$ cat src/rtl/tdm_pkg.sv
// Shared types for the TDM serial port.
// Assumes: exactly two channels, selected by a one-bit enum.
package tdm_pkg;

    typedef enum logic {
        CH_ZERO = 1'b0,
        CH_ONE  = 1'b1
    } tdm_ch_e;

    // Channel for the next enabled slot: flips after a served slot, holds otherwise.
    function automatic tdm_ch_e tdm_next_ch(input tdm_ch_e eff, input logic slot_on);
        if (slot_on) begin
            return (eff == CH_ZERO) ? CH_ONE : CH_ZERO;
        end
        return eff;
    endfunction

endpackage

$ cat src/rtl/tdm_fifo.sv
// Small show-ahead FIFO: read data always shows the oldest entry.
// Assumes: a push when full and a pop when empty are dropped; the flags
// are judged on the level before the edge.
module tdm_fifo #(
    parameter int W     = 32,
    parameter int DEPTH = 4
) (
    input  logic         clk,
    input  logic         rst_n,
    input  logic         push,
    input  logic [W-1:0] wdata,
    input  logic         pop,
    output logic [W-1:0] rdata,
    output logic         full,
    output logic         empty
);
    localparam int AW = (DEPTH > 1) ? $clog2(DEPTH) : 1;
    localparam int CW = $clog2(DEPTH + 1);

    logic [W-1:0]  mem [DEPTH];
    logic [AW-1:0] wr_q, rd_q;
    logic [CW-1:0] cnt_q;
    logic          do_push, do_pop;

    assign full    = (cnt_q == CW'(DEPTH));
    assign empty   = (cnt_q == '0);
    assign do_push = push && !full;
    assign do_pop  = pop && !empty;
    assign rdata   = mem[rd_q];

    // Storage write for accepted pushes.
    always_ff @(posedge clk) begin
        if (do_push) begin
            mem[wr_q] <= wdata;
        end
    end

    // Pointer and fill-level bookkeeping.
    always_ff @(posedge clk) begin
        if (!rst_n) begin
            wr_q  <= '0;
            rd_q  <= '0;
            cnt_q <= '0;
        end else begin
            if (do_push) begin
                wr_q <= (wr_q == AW'(DEPTH - 1)) ? '0 : wr_q + AW'(1);
            end
            if (do_pop) begin
                rd_q <= (rd_q == AW'(DEPTH - 1)) ? '0 : rd_q + AW'(1);
            end
            case ({do_push, do_pop})
                2'b10:   cnt_q <= cnt_q + CW'(1);
                2'b01:   cnt_q <= cnt_q - CW'(1);
                default: cnt_q <= cnt_q;
            endcase
        end
    end

    assert_full_push_ignored_R9: assert property (@(posedge clk) disable iff (!rst_n)
        (full && push && !pop) |=> full);

    assert_empty_pop_ignored_R9: assert property (@(posedge clk) disable iff (!rst_n)
        (empty && pop && !push) |=> empty);

endmodule

$ cat src/rtl/tdm_timing.sv
// Frame position tracker: counts bits within a slot and slots within a frame.
// Master mode makes its own sync at the last bit of the frame; slave mode
// restarts at slot 0 after any bit that samples fs_in high.
// Assumes: slots_m1 and wlen_m1 are static outside reset.
module tdm_timing #(
    parameter int SLOT_W = 5,
    parameter int BIT_W  = 5
) (
    input  logic              clk,
    input  logic              rst_n,
    input  logic              bit_en,
    input  logic              master_mode,
    input  logic              fs_in,
    input  logic [SLOT_W-1:0] slots_m1,
    input  logic [BIT_W-1:0]  wlen_m1,
    output logic              fs_out,
    output logic              word_start,
    output logic [SLOT_W-1:0] cur_slot,
    output logic [SLOT_W-1:0] next_slot,
    output logic              locked,
    output logic              lock_next
);
    logic [BIT_W-1:0]  bit_q;
    logic [SLOT_W-1:0] slot_q;
    logic              locked_q;
    logic              frame_last, sync_bit;

    assign frame_last = (slot_q == slots_m1) && (bit_q == wlen_m1);
    assign sync_bit   = master_mode ? frame_last : fs_in;
    assign word_start = bit_en && (sync_bit || (bit_q == wlen_m1));
    assign next_slot  = (sync_bit || (slot_q == slots_m1)) ? '0 : slot_q + SLOT_W'(1);
    assign lock_next  = locked_q || sync_bit;
    assign fs_out     = master_mode && frame_last;
    assign cur_slot   = slot_q;
    assign locked     = locked_q;

    // Advance the bit/slot position once per bit period.
    always_ff @(posedge clk) begin
        if (!rst_n) begin
            bit_q    <= wlen_m1;
            slot_q   <= slots_m1;
            locked_q <= 1'b0;
        end else if (bit_en) begin
            if (word_start) begin
                bit_q  <= '0;
                slot_q <= next_slot;
            end else begin
                bit_q <= bit_q + BIT_W'(1);
            end
            if (sync_bit) begin
                locked_q <= 1'b1;
            end
        end
    end

    assert_fs_single_bit_R1: assert property (@(posedge clk) disable iff (!rst_n)
        (master_mode && bit_en && fs_out) |=> !fs_out);

    assert_slot_zero_after_sync_R2: assert property (@(posedge clk) disable iff (!rst_n)
        (bit_en && sync_bit) |=> (cur_slot == '0 && bit_q == '0));

endmodule

$ cat src/rtl/tdm_tx.sv
// Transmit path: at each slot start decides whether the slot is served,
// pops the selected channel FIFO and shifts the word out MSB first.
// Assumes: FIFO read data is show-ahead; the word sits in the low bits.
module tdm_tx
    import tdm_pkg::*;
#(
    parameter int W      = 32,
    parameter int NSLOT  = 32,
    parameter int SLOT_W = 5,
    parameter int BIT_W  = 5
) (
    input  logic              clk,
    input  logic              rst_n,
    input  logic              bit_en,
    input  logic              word_start,
    input  logic              active,
    input  logic [SLOT_W-1:0] next_slot,
    input  logic              two_chan,
    input  logic [NSLOT-1:0]  slot_mask,
    input  logic [BIT_W-1:0]  wlen_m1,
    input  logic [1:0]        fifo_empty,
    input  logic [1:0][W-1:0] fifo_rdata,
    output logic [1:0]        fifo_pop,
    output logic              sd_out,
    output logic              sd_out_en,
    output logic              underflow
);
    tdm_ch_e          ch_q, eff_ch;
    logic             use_ch, slot_on, serve, have_word;
    logic [W-1:0]     sh_q;
    logic             en_q, uf_q;
    logic [BIT_W-1:0] shamt;

    assign slot_on   = slot_mask[next_slot];
    assign eff_ch    = (next_slot == '0) ? CH_ZERO : ch_q;
    assign use_ch    = two_chan && (eff_ch == CH_ONE);
    assign serve     = word_start && active && slot_on;
    assign have_word = !fifo_empty[use_ch];
    assign shamt     = BIT_W'(W - 1) - wlen_m1;

    // Pop strobe toward the selected channel FIFO.
    always_comb begin
        fifo_pop = '0;
        if (serve && have_word) begin
            fifo_pop[use_ch] = 1'b1;
        end
    end

    // Word load at slot start, left shift on other bit periods.
    always_ff @(posedge clk) begin
        if (!rst_n) begin
            sh_q <= '0;
            en_q <= 1'b0;
            uf_q <= 1'b0;
        end else if (word_start) begin
            if (serve && have_word) begin
                sh_q <= fifo_rdata[use_ch] << shamt;
                en_q <= 1'b1;
            end else begin
                sh_q <= '0;
                en_q <= 1'b0;
            end
            if (serve && !have_word) begin
                uf_q <= 1'b1;
            end
        end else if (bit_en) begin
            sh_q <= sh_q << 1;
        end
    end

    // Channel alternation, restarted at slot 0.
    always_ff @(posedge clk) begin
        if (!rst_n) begin
            ch_q <= CH_ZERO;
        end else if (word_start && active) begin
            ch_q <= tdm_next_ch(eff_ch, slot_on);
        end
    end

    assign sd_out    = sh_q[W-1];
    assign sd_out_en = en_q;
    assign underflow = uf_q;

    assert_idle_slot_quiet_R4: assert property (@(posedge clk) disable iff (!rst_n)
        !sd_out_en |-> !sd_out);

    assert_underflow_sticky_R7: assert property (@(posedge clk) disable iff (!rst_n)
        underflow |=> underflow);

    assert_empty_slot_underflows_R7: assert property (@(posedge clk) disable iff (!rst_n)
        (serve && fifo_empty[use_ch]) |=> (underflow && !sd_out_en));

endmodule

$ cat src/rtl/tdm_rx.sv
// Receive path: shifts sd_in in every bit period and, at the end of a
// served slot, pushes the right-justified word into the selected FIFO.
// Assumes: a word counts only if the port was locked for the whole slot.
module tdm_rx
    import tdm_pkg::*;
#(
    parameter int W      = 32,
    parameter int NSLOT  = 32,
    parameter int SLOT_W = 5,
    parameter int BIT_W  = 5
) (
    input  logic              clk,
    input  logic              rst_n,
    input  logic              bit_en,
    input  logic              word_start,
    input  logic              locked,
    input  logic [SLOT_W-1:0] cur_slot,
    input  logic              two_chan,
    input  logic [NSLOT-1:0]  slot_mask,
    input  logic [BIT_W-1:0]  wlen_m1,
    input  logic              sd_in,
    input  logic [1:0]        fifo_full,
    output logic [1:0]        fifo_push,
    output logic [W-1:0]      word,
    output logic              overflow
);
    tdm_ch_e          ch_q, eff_ch;
    logic             use_ch, slot_on, serve;
    logic [W-2:0]     sh_q;
    logic [W-1:0]     word_raw, keep;
    logic             of_q;

    assign word_raw = {sh_q, sd_in};
    assign keep     = {W{1'b1}} >> (BIT_W'(W - 1) - wlen_m1);
    assign word     = word_raw & keep;
    assign slot_on  = slot_mask[cur_slot];
    assign eff_ch   = (cur_slot == '0) ? CH_ZERO : ch_q;
    assign use_ch   = two_chan && (eff_ch == CH_ONE);
    assign serve    = word_start && locked && slot_on;

    // Push strobe toward the selected channel FIFO.
    always_comb begin
        fifo_push = '0;
        if (serve && !fifo_full[use_ch]) begin
            fifo_push[use_ch] = 1'b1;
        end
    end

    // Serial capture, one bit per bit period.
    always_ff @(posedge clk) begin
        if (!rst_n) begin
            sh_q <= '0;
        end else if (bit_en) begin
            sh_q <= word_raw[W-2:0];
        end
    end

    // Sticky overflow and channel alternation.
    always_ff @(posedge clk) begin
        if (!rst_n) begin
            of_q <= 1'b0;
            ch_q <= CH_ZERO;
        end else if (word_start && locked) begin
            if (serve && fifo_full[use_ch]) begin
                of_q <= 1'b1;
            end
            ch_q <= tdm_next_ch(eff_ch, slot_on);
        end
    end

    assign overflow = of_q;

    assert_no_overflow_silent_R8: assert property (@(posedge clk) disable iff (!rst_n)
        (serve && fifo_full[use_ch]) |=> overflow);

    assert_masked_slot_no_push_R5: assert property (@(posedge clk) disable iff (!rst_n)
        (word_start && !slot_on) |-> (fifo_push == 2'b00));

endmodule

$ cat src/rtl/tdm_port.sv
// TDM network serial port top: frame timing, transmit and receive paths,
// and one transmit plus one receive FIFO per channel.
// Assumes: configuration inputs only change while rst_n is low.
module tdm_port #(
    parameter int WORD_W     = 32,
    parameter int NUM_SLOTS  = 32,
    parameter int FIFO_DEPTH = 4
) (
    input  logic                                clk,
    input  logic                                rst_n,
    input  logic                                bit_en,
    input  logic                                master_mode,
    input  logic                                two_chan,
    input  logic [$clog2(NUM_SLOTS)-1:0]        slots_m1,
    input  logic [$clog2(WORD_W)-1:0]           wlen_m1,
    input  logic [NUM_SLOTS-1:0]                tx_slot_en,
    input  logic [NUM_SLOTS-1:0]                rx_slot_en,
    input  logic                                fs_in,
    output logic                                fs_out,
    input  logic                                sd_in,
    output logic                                sd_out,
    output logic                                sd_out_en,
    input  logic [1:0]                          tx_push,
    input  logic [2*WORD_W-1:0]                 tx_wdata,
    output logic [1:0]                          tx_full,
    input  logic [1:0]                          rx_pop,
    output logic [2*WORD_W-1:0]                 rx_rdata,
    output logic [1:0]                          rx_empty,
    output logic                                tx_underflow,
    output logic                                rx_overflow
);
    localparam int SLOT_W = $clog2(NUM_SLOTS);
    localparam int BIT_W  = $clog2(WORD_W);
    localparam int NCH    = 2;

    logic              word_start, locked, lock_next;
    logic [SLOT_W-1:0] cur_slot, next_slot;
    logic [NCH-1:0]    tx_pop, tx_empty, rx_push, rx_full;
    logic [NCH-1:0][WORD_W-1:0] tx_rd;
    logic [WORD_W-1:0] rx_word;

    tdm_timing #(.SLOT_W(SLOT_W), .BIT_W(BIT_W)) i_timing (
        .clk(clk), .rst_n(rst_n), .bit_en(bit_en), .master_mode(master_mode),
        .fs_in(fs_in), .slots_m1(slots_m1), .wlen_m1(wlen_m1), .fs_out(fs_out),
        .word_start(word_start), .cur_slot(cur_slot), .next_slot(next_slot),
        .locked(locked), .lock_next(lock_next)
    );

    tdm_tx #(.W(WORD_W), .NSLOT(NUM_SLOTS), .SLOT_W(SLOT_W), .BIT_W(BIT_W)) i_tx (
        .clk(clk), .rst_n(rst_n), .bit_en(bit_en), .word_start(word_start),
        .active(lock_next), .next_slot(next_slot), .two_chan(two_chan),
        .slot_mask(tx_slot_en), .wlen_m1(wlen_m1), .fifo_empty(tx_empty),
        .fifo_rdata(tx_rd), .fifo_pop(tx_pop), .sd_out(sd_out),
        .sd_out_en(sd_out_en), .underflow(tx_underflow)
    );

    tdm_rx #(.W(WORD_W), .NSLOT(NUM_SLOTS), .SLOT_W(SLOT_W), .BIT_W(BIT_W)) i_rx (
        .clk(clk), .rst_n(rst_n), .bit_en(bit_en), .word_start(word_start),
        .locked(locked), .cur_slot(cur_slot), .two_chan(two_chan),
        .slot_mask(rx_slot_en), .wlen_m1(wlen_m1), .sd_in(sd_in),
        .fifo_full(rx_full), .fifo_push(rx_push), .word(rx_word),
        .overflow(rx_overflow)
    );

    // One transmit and one receive FIFO per channel.
    for (genvar c = 0; c < NCH; c++) begin : g_ch
        tdm_fifo #(.W(WORD_W), .DEPTH(FIFO_DEPTH)) i_tx_fifo (
            .clk(clk), .rst_n(rst_n), .push(tx_push[c]),
            .wdata(tx_wdata[c*WORD_W +: WORD_W]), .pop(tx_pop[c]),
            .rdata(tx_rd[c]), .full(tx_full[c]), .empty(tx_empty[c])
        );
        tdm_fifo #(.W(WORD_W), .DEPTH(FIFO_DEPTH)) i_rx_fifo (
            .clk(clk), .rst_n(rst_n), .push(rx_push[c]), .wdata(rx_word),
            .pop(rx_pop[c]), .rdata(rx_rdata[c*WORD_W +: WORD_W]),
            .full(rx_full[c]), .empty(rx_empty[c])
        );
    end

    assert_single_channel_only_zero_R6: assert property (@(posedge clk) disable iff (!rst_n)
        !two_chan |-> (!tx_pop[1] && !rx_push[1]));

endmodule

$ cat config.mk
export PLATFORM = sky130hd
export DESIGN_NAME = tdm_port
export DESIGN_NICKNAME = d
export VERILOG_FILES = /design/src/rtl/tdm_pkg.sv /design/src/rtl/tdm_fifo.sv /design/src/rtl/tdm_timing.sv /design/src/rtl/tdm_tx.sv /design/src/rtl/tdm_rx.sv /design/src/rtl/tdm_port.sv
export SDC_FILE = /design/constraint.sdc
export NUM_CORES = 1
export LEC_CHECK = 0
export BUFFER_PORTS_ARGS = -buffer_cell sky130_fd_sc_hd__buf_4
export CORE_MARGIN = 2
export CORE_UTILIZATION = 60
export CTS_CLUSTER_DIAMETER = 100
export DETAILED_ROUTE_END_ITERATION = 12
export PLACE_DENSITY = 0.88
export SYNTH_ARGS = -nofsm -noshare
export SYNTH_HDL_FRONTEND = slang
export SYNTH_HIERARCHICAL = 1
export SYNTH_SLANG_ARGS = --single-unit
$ cat constraint.sdc
create_clock -name clk -period 12.9 [get_ports clk]
set_clock_uncertainty 0.2 [all_clocks]
set_input_delay 1.29 -clock clk [delete_from_list [all_inputs] [get_ports clk]]
set_output_delay 1.29 -clock clk [all_outputs]
set_load 0.02 [all_outputs]
==> summary.txt <==
Place
  – Routability cong.: 0.961
  – I/O Buffers: 221
  – Post-DP HPWL: 43300 µm
  – Pre-CTS WS: 6.47 ns

Synth
  – Mapped Cells: 1690
  – Mean area per synthesized cell: 16.3 µm²
  – Count leader, synth: edfxtp_1
  – EDFF count, synth: 522
  – Area contributors post-synth: edfxtp_1 57%, mux4_2 11%, dfxtp_1 7.6%
  – Synth Flop Type: edfxtp_1
  – Synth top area share: 0.569
  – Seq/Total Area, Yosys: 0.645
  – Syn_nets: 1869
  – Fraction of registers with async set/reset: 0
  – Post-synth top cells: 522 x edfxtp_1, 136 x mux4_2, 112 x mux2i_1, 105 x dfxtp_1, 94 x nand2_1
  – Synth area leader: edfxtp_1
  – Synthesized cell area: 0.0275 mm²
  – Yosys reg bits: 627
  – Synth warn: 6
  – Post-synth cell types: 89

Clocking
  – Clock root cell: clkbuf_16
  – Num CTS Buffers: 60
  – Deepest clock path buffer count: 3
  – Hold_buf cts: 0
  – Worst-skew pair later-pin latency: 0.62 ns
  – Clk slew on worst S/H paths: 0.07 ns
  – Setup Buffers After CTS: 0
  – TritonCTS clock tree: built
  – Cts repair resizes: 0
  – H-Tree Depth: 2
  – Clock sink count: 627

Detailed routing
  – Via count: 16500
  – Antenna Nets Post-Route: 0
  – DRC viols: 0
  – Starting DRT DRC Count: 1734
  – Wire per inst: 26.7 µm
  – Vias/cell: 6.45
  – Routed WL: 68200 µm
  – Iteration count of the initial detailed-routing pass: 5

GRT
  – Vias in the first global route: 16900
  – Global route overflow: 0
  – Largest net degree at the start of global routing: 79
  – First-pass GRT wire length: 103000 µm
  – Initial antenna violation count: 1
  – Overall routing resource usage: 0.290

Final layout
  – Nets: 2080
  – Final Core Density: 0.691
  – Fillcell total: 2789
  – N_diodes: 0
  – Fraction of layout cells with a size suffix above 1: 0.268
  – Synth-to-layout area growth: 13.8%

STA
  – Slew HR: 0.209
  – Setup TNS: 0 ns
  – Tcrit/Tclk final: 0.452
  – Post-layout min period: 5.84 ns
  – Fmax achieved: 0.171 GHz
  – Least-Margin Pin Slew: 1.18 ns
  – Final setup vio count: 0
  – RSZ-0062 raised after global routing: false
  – Hold WS: 0.276 ns
  – Final Max Tran Viols: 0
  – Slack of the critical path: 7.06 ns
  – Hold Fails Final Rpt: 0

Floorplan
  – I/O pin cnt: 222
  – Core area: 0.0454 mm²
  – Vert. Die Dim: 218 µm
  – Die X: 218 µm
  – Initial core utilization: 0.607
  – Die ar.: 0.0476 mm²
  – Row count: 78

Power and ir drop
  – Worst VDD drop: 0.000154 V
  – Leak pwr: 10.9 nW
  – Pwr Density: 139 mW/mm²
  – Overall power: 4.34 mW

Setup path
  – Required time of the critical path: 13.24 ns
  – Crit path launch type: register
  – Crit-path max FO: 19
  – Crit path DAT: 6.17 ns
  – Kind of end point of the critical path: register
  – Critical path class: reg -> reg

Run status
  – Status: finished, final reports clean

Flow run
  – Maximum Capacitance Violations: 0

Hold path
  – HP Class: reg -> reg
-- final cells by class --
cell class / instances / area [µm²] / share of cell area
Inverter: 42 / 158 / 0.00503
Sequential cell: 627 / 17800 / 0.567
Clock inverter: 29 / 244 / 0.00778
Multi-Input combinational cell: 919 / 8870 / 0.283
Tap cell: 600 / 751 / 0.0239
Timing Repair Buffer: 251 / 1880 / 0.0601
Clock buffer: 84 / 1660 / 0.0530
-- final timing paths --
kind / start / to / slack (ns) / cells after the start
min reg2reg: i_tx/underflow$_SDFFE_PN0P_ / i_tx/underflow$_SDFFE_PN0P_ / 0.28 / 1
max reg2reg: i_timing/cur_slot[0]$_DFFE_PP_ / g_ch[1].i_tx_fifo/cnt_q[2]$_SDFFE_PN0P_ / 7.06 / 18
min: i_tx/underflow$_SDFFE_PN0P_ / i_tx/underflow$_SDFFE_PN0P_ / 0.28 / 1
max: i_timing/cur_slot[0]$_DFFE_PP_ / g_ch[1].i_tx_fifo/cnt_q[2]$_SDFFE_PN0P_ / 7.06 / 18
-- where the power goes --
part	switching [mW]	total (mW)	internal, mW
Clock	0.746	1.71	0.962
Combinational	0.221	0.369	0.148
Sequential	0.0289	2.27	2.24
-- layout by cell type (no fill, tap or decap), types with 6 or more instances in the layout --
cell       instances
dfxtp_1          101
nand2_1           94
a31oi_1           17
a211oi_1           7
clkinv_2          11
ha_1              26
nor2_1            85
xor2_1            16
o21a_1            20
a32oi_1            8
and2_1            29
and3_1            14
clkinv_1          11
mux4_1            14
a21boi_0           9
o21ai_0           65
buf_4            251
edfxtp_1         522
o2bb2ai_1          6
inv_1             39
a21oi_1           29
mux2i_1          112
nor3_1            14
xnor2_1            9
o211ai_1           8
a22oi_1           15
nor2b_1           16
o211a_1            8
o22ai_1           16
or3_1              6
nand3_1           28
mux2_2            15
clkbuf_1          18
clkbuf_16         61
mux4_2           136
nand2b_1           9
-- routing by layer --
metal,vias up,wire (µm),GRT usage
met1,8321,25200,0.371
met4,2,2670,0.111
li1,7103,-,-
met5,-,8,0
met2,878,35400,0.502
met3,150,5000,0.0443
-- through the flow --
| stage | instances | area (µm²) |
|---|---|---|
| after floorplan | 1690 | 27500 |
| after global placement | 2439 | 29400 |
| after detailed placement | 2439 | 29400 |
| after CTS | 2552 | 31400 |
| after global routing | 2552 | 31400 |
| final | 2552 | 31400 |
-- flip-flops by register name (all words and copies together), names as in the netlist, 4 cells and up, named ones only --
register              count
g_ch.i_tx_fifo/rd_q       4
g_ch.i_rx_fifo/wr_q       4
i_timing/cur_slot         5
g_ch.i_rx_fifo/rd_q       4
g_ch.i_tx_fifo/cnt_q      6
g_ch.i_tx_fifo/mem      256
i_tx/sh_q                32
g_ch.i_rx_fifo/cnt_q      6
g_ch.i_tx_fifo/wr_q       4
g_ch.i_rx_fifo/mem      256
i_rx/sh_q                31
i_timing/bit_q            5
-- logic make-up after synthesis --
| logic type | share of synthesized area |
|---|---|
| mux | 0.172 |
| xor+xnor | 0.00795 |
| simple gates | 0.0570 |
| flops | 0.645 |
| buf+inv | 0.0331 |
| fa+ha+maj | 0.0147 |
| compound gates | 0.0701 |
-- critical path, cell delays in order (launching register included) --
cell      delay [ns]
edfxtp_1        0.85
xor2_1          0.19
nor3_1          0.09
a21o_1          0.33
nor2_2          0.86
mux2i_1         0.20
mux4_2          0.50
nor3b_2         0.19
a21oi_2         0.10
a21o_4          0.26
nor3_1          0.33
o31ai_1         0.20
inv_1           0.09
ha_1            0.18
inv_1           0.08
fa_1            0.44
xor2_1          0.16
or3_1           0.31
a21boi_0        0.18
(Power assumes the default switching activity.)
